==> src/rtl/lfsr_vsync.sv <==
module lfsr_vsync #(
  parameter int H_BITS     = 9,
  parameter int H_TAP      = 5,
  parameter int H_VIS      = 288,
  parameter int H_SYNC_ON  = 308,
  parameter int H_SYNC_OFF = 353,
  parameter int H_TOTAL    = 381,
  parameter int V_BITS     = 10,
  parameter int V_TAP      = 7,
  parameter int V_VIS      = 455,
  parameter int V_SYNC_ON  = 486,
  parameter int V_SYNC_OFF = 488,
  parameter int V_TOTAL    = 528
) (
  input  logic clk,
  input  logic rst,
  output logic h_en,
  output logic v_en,
  output logic hsync_n,
  output logic vsync_n,
  output logic frame_start,
  output logic video_on
);

  function automatic logic [31:0] lf_next(input logic [31:0] s, input int w, input int tap);
    logic [31:0] msk;
    logic        fb;
    msk = (32'h1 << w) - 32'h1;
    fb  = s[w-1] ^ s[tap-1];
    return ((s << 1) | {31'h0, fb}) & msk;
  endfunction

  function automatic logic [31:0] lf_adv(input logic [31:0] s, input int n, input int w, input int tap);
    logic [31:0] x;
    x = s;
    for (int i = 0; i < n; i++) x = lf_next(x, w, tap);
    return x;
  endfunction

  // start state whose (m-1)th successor, with inverted feedback, returns to it
  function automatic logic [31:0] lf_seed(input int w, input int tap, input int m);
    logic [31:0] a, b;
    a = 32'h1;
    b = lf_adv(32'h1, m - 1, w, tap);
    for (int j = 0; j < (1 << w); j++) begin
      if ((lf_next(b, w, tap) ^ 32'h1) == a) return a;
      a = lf_next(a, w, tap);
      b = lf_next(b, w, tap);
    end
    return 32'h1;
  endfunction

  localparam logic [31:0] HS32 = lf_seed(H_BITS, H_TAP, H_TOTAL);
  localparam logic [31:0] VS32 = lf_seed(V_BITS, V_TAP, V_TOTAL);

  localparam logic [H_BITS-1:0] H_SEED   = HS32[H_BITS-1:0];
  localparam logic [31:0]       HT32     = lf_adv(HS32, H_TOTAL - 1, H_BITS, H_TAP);
  localparam logic [31:0]       HC32     = lf_adv(HS32, H_VIS, H_BITS, H_TAP);
  localparam logic [31:0]       HL32     = lf_adv(HS32, H_SYNC_ON, H_BITS, H_TAP);
  localparam logic [31:0]       HH32     = lf_adv(HS32, H_SYNC_OFF, H_BITS, H_TAP);
  localparam logic [H_BITS-1:0] H_TERM   = HT32[H_BITS-1:0];
  localparam logic [H_BITS-1:0] H_EN_OFF = HC32[H_BITS-1:0];
  localparam logic [H_BITS-1:0] H_SY_LO  = HL32[H_BITS-1:0];
  localparam logic [H_BITS-1:0] H_SY_HI  = HH32[H_BITS-1:0];

  localparam logic [V_BITS-1:0] V_SEED   = VS32[V_BITS-1:0];
  localparam logic [31:0]       VT32     = lf_adv(VS32, V_TOTAL - 1, V_BITS, V_TAP);
  localparam logic [31:0]       VC32     = lf_adv(VS32, V_VIS - 1, V_BITS, V_TAP);
  localparam logic [31:0]       VL32     = lf_adv(VS32, V_SYNC_ON - 1, V_BITS, V_TAP);
  localparam logic [31:0]       VH32     = lf_adv(VS32, V_SYNC_OFF - 1, V_BITS, V_TAP);
  localparam logic [V_BITS-1:0] V_TERM   = VT32[V_BITS-1:0];
  localparam logic [V_BITS-1:0] V_EN_OFF = VC32[V_BITS-1:0];
  localparam logic [V_BITS-1:0] V_SY_LO  = VL32[V_BITS-1:0];
  localparam logic [V_BITS-1:0] V_SY_HI  = VH32[V_BITS-1:0];

  logic [H_BITS-1:0] hq;
  logic [V_BITS-1:0] vq;
  logic line_end, frame_end, h_fb, v_fb;

  assign line_end  = (hq == H_TERM);
  assign frame_end = (vq == V_TERM);
  assign h_fb      = hq[H_BITS-1] ^ hq[H_TAP-1] ^ line_end;
  assign v_fb      = vq[V_BITS-1] ^ vq[V_TAP-1] ^ frame_end;
  assign video_on  = h_en & v_en;

  always_ff @(posedge clk) begin
    if (rst) begin
      hq <= H_SEED;
      vq <= V_SEED;
    end else begin
      hq <= {hq[H_BITS-2:0], h_fb};
      if (line_end) vq <= {vq[V_BITS-2:0], v_fb};
    end
  end

  always_ff @(posedge clk) begin
    if (rst) begin
      h_en    <= 1'b0;
      hsync_n <= 1'b1;
    end else begin
      if (hq == H_SEED)        h_en <= 1'b1;
      else if (hq == H_EN_OFF) h_en <= 1'b0;
      if (hq == H_SY_LO)       hsync_n <= 1'b0;
      else if (hq == H_SY_HI)  hsync_n <= 1'b1;
    end
  end

  always_ff @(posedge clk) begin
    if (rst) begin
      v_en        <= 1'b1;
      vsync_n     <= 1'b1;
      frame_start <= 1'b0;
    end else begin
      frame_start <= line_end & frame_end;
      if (line_end) begin
        if (frame_end)           v_en <= 1'b1;
        else if (vq == V_EN_OFF) v_en <= 1'b0;
        if (vq == V_SY_LO)       vsync_n <= 1'b0;
        else if (vq == V_SY_HI)  vsync_n <= 1'b1;
      end
    end
  end

endmodule


==> config.mk <==
export PLATFORM = sky130hd
export DESIGN_NAME = lfsr_vsync
export DESIGN_NICKNAME = d
export VERILOG_FILES = /design/src/rtl/lfsr_vsync.sv
export SDC_FILE = /design/constraint.sdc
export NUM_CORES = 1
export LEC_CHECK = 0
export BUFFER_PORTS_ARGS = -buffer_cell sky130_fd_sc_hd__buf_2
export CAP_MARGIN = 20
export CORE_MARGIN = 8
export CORE_UTILIZATION = 54
export CTS_CLUSTER_DIAMETER = 80
export DETAILED_ROUTE_END_ITERATION = 10
export GPL_TIMING_DRIVEN = 0
export PLACE_DENSITY_LB_ADDON = 0.08
export SLEW_MARGIN = 20
export SYNTH_ARGS = -nofsm -noshare
export SYNTH_HDL_FRONTEND = slang
export SYNTH_SLANG_ARGS = --single-unit
==> constraint.sdc <==
create_clock -name clk -period 2.4 [get_ports clk]
set_clock_uncertainty 0.2 [all_clocks]
set_input_delay 0.12 -clock clk [delete_from_list [all_inputs] [get_ports clk]]
set_output_delay 0.12 -clock clk [all_outputs]
set_load 0.01 [all_outputs]
==> impl_results.md <==
- DR pass1 iterations: 4
- Vias in the first global route: around 700
- Starting Density: between 50% and 60%
- Antenna Violating Nets Remaining: 0
- Max-cap violations: 0
- Synth area leader: dfxtp_1
- Max stage delay on crit path: around 0.58 ns
- Initial antenna violation count: 0
- Post-DP HPWL: 1210 um
- Via-to-Cell Ratio: approximately 5.3
- Clock latency on the worst-skew pair: 0.31 ns
- H-tree Lvls: 1
- Fin crit share: 94.7%
- Drt wl/cell: 12.6 um
- CTS tree: built
- Die X-Extent: 58.4 um
- Clock buffer depth: 2
- Commonest cells post-synth: 24 x dfxtp_1, 14 x nor2_1, 10 x nor2b_1
- Unrepaired setup endpoints after global routing: false
- Port Buf Inserts: 6
- DR vias: 708
- Crit-path slowest cell: or4_4
- Top-count cell post-synth: dfxtp_1
- Actual slew at the worst max-slew pin: 0.559 ns
- Grt total ovfl: 0
- Buf/Inv on CP: 0
- Ant. Diodes: 0
- Final Hold Viols: 0
- Worst path required time: 2.41 ns
- Flops & latches, synth: 24
- Gr usage total: 11.2%
- PnR worst setup slack: 0.127 ns
- Post-synth EDFFs: 0
- Final Util: 63.1%
- Post-layout minimum cycle time: around 2.3 ns
- Pre-CTS setup slack: 0.0907 ns
- WS Path Type: flop to flop
- Maximum clock frequency: 440 MHz
- Main area contributors after synthesis: dfxtp_1 50%, mux2i_1 7.2%, nor2b_1 6.5%, nor2_1 5.4%, a211o_1 2.7%
- Boundary Pins: 8
- Worst Path Arrival: about 2.3 ns
- Iteration-0 DRC count of the detailed router: 13
- Gate Count Post-Synth: 97
- # rows: 15
- Worst-path clk slew: 0.12 ns
- Startpoint Class: flop
- Number of cells in the finished layout apart from fillers: 133
- Mean Syn Cell Area: 10.0 um^2
- Fin nets: approximately 110
- Resize count post-CTS: 0
- Largest net degree at the start of global routing: 14
- TritonCTS Sinks: 24
- Distinct cells, synth: 31
- YS warnings: 0
- Filler cell count: 159
- Die Ht: 58.4 um
- DRC errors left: 0
- Mapped cell area: 970 um^2
- CTS Root Cell: clkbuf_4
- Final setup vio count: 0
- Max-slew violations: 0
- Core Region: 1710 um^2
- Share of async-settable or async-resettable flops after synthesis: 0%
- Die ar.: ~3400 um^2
- Register area share after synthesis: 49.5%
- Total CTS buffers: 3
- Critical Path End Type: flop
- VDD IR max: 0.000307 V
- Critical path cell sequence: or4_4, nor4b_4, nand4_1, a221o_1
- Share of the synthesized area in the top cell type: 49.5%
- Routed WL: 1670 um
- Number of instances in the placed design: 128
- Leak: 0.372 nW
- Post-synth top flop: dfxtp_1
- Share of layout cells above drive strength 1: around an eighth
- Fin Setup TNS: 0 ns
- Pwr/cell area: around 620 nW/um^2
- Synth Net Count: 99
- Layout area overhead: 11.1%
- First-pass GRT wire length: 3040 um
- Final GP Congestion: 0.782
- Hold crit path type: flop to flop
- Postcts setup bufs: 0
- Slew margin rel.: 62.2%
- Status: complete, no violations
- Family with the most delay on the worst path: simple AND/OR/NAND/NOR gates
- Worst Path Max Fanout: 10
report_power, final:
group          internal, mW  total (mW)  switching (mW)
registers             0.409       0.419          0.0103
logic                0.0231      0.0452          0.0220
clock network        0.0927       0.206           0.113
per-layer routing:
metal	track usage, %	routed length (um)	share of wire, %
met1	12.6	753	45
met2	19.4	838	50
met3	1.96	38	2.3
met4	6.29	40	2.4
met5	0	0	0
path summary, 6_finish.rpt:
path | to | cells after the start | from | slack, ns
max reg2reg | v_en | 4 | hq[2] | 0.13
min reg2reg | hq[6] | 1 | hq[5] | 0.30
min | hq[6] | 1 | hq[5] | 0.30
max | v_en | 4 | hq[2] | 0.13
layout make-up:
class / count / area, um^2 / area share (%)
Buffer: 4 / 22.5 / 2.09
Clock buffer: 4 / 36.3 / 3.37
Inverter: 2 / 7.51 / 0.697
Multi-Input combinational cell: 67 / 459 / 42.6
Sequential cell: 24 / 480 / 44.6
Tap cell: 25 / 31.3 / 2.90
Timing Repair Buffer: 7 / 40.0 / 3.72
timing repair:
action                                  in CTS  in global routing
hold buffers                                 1                  0
endpoints found under the hold margin        3                  0
endpoints found under the setup margin       0                  1
kinds of logic after synthesis:
group	synth area share (%)
AO/OA/AOI/OAI	10.3
buffers and inverters	3.10
flip-flops	49.5
multiplexers	7.23
AND/OR/NAND/NOR	29.8
worst reg2reg max path, stage by stage, from the launching register on:
cell     delay, ns
dfxtp_1       0.36
or4_4         0.58
nor4b_4       0.51
nand4_1       0.17
a221o_1       0.36
layout by cell type (no fill, tap or decap), types with 2 or more instances in the layout:
| cell type | count |
|---|---|
| a211o_1 | 3 |
| a21oi_1 | 2 |
| and2_1 | 2 |
| clkbuf_4 | 3 |
| nor4b_1 | 2 |
| nor4bb_1 | 2 |
| inv_1 | 2 |
| nor3_1 | 3 |
| dfxtp_1 | 24 |
| mux2i_1 | 7 |
| nor2_1 | 14 |
| o21ai_0 | 2 |
| nand2_1 | 2 |
| clkbuf_1 | 3 |
| buf_2 | 6 |
| nand3_1 | 2 |
| nand2b_1 | 2 |
| nor2b_1 | 10 |
through the flow:
stage                     instance area [um^2]  total power [mW]  hold WS (ns)
after floorplan                            970             0.459         0.219
after global placement                    1030             0.472         0.258
after detailed placement                  1030             0.473         0.264
after CTS                                 1080             0.682         0.300
after global routing                      1080             0.701         0.315
final                                     1080             0.670         0.298
state kept, by name (all words and copies together) (netlist names):
register     count
vq              10
hq               9
frame_start      1
h_en             1
hsync_n          1
v_en             1
vsync_n          1
(Power assumes the default switching activity.)
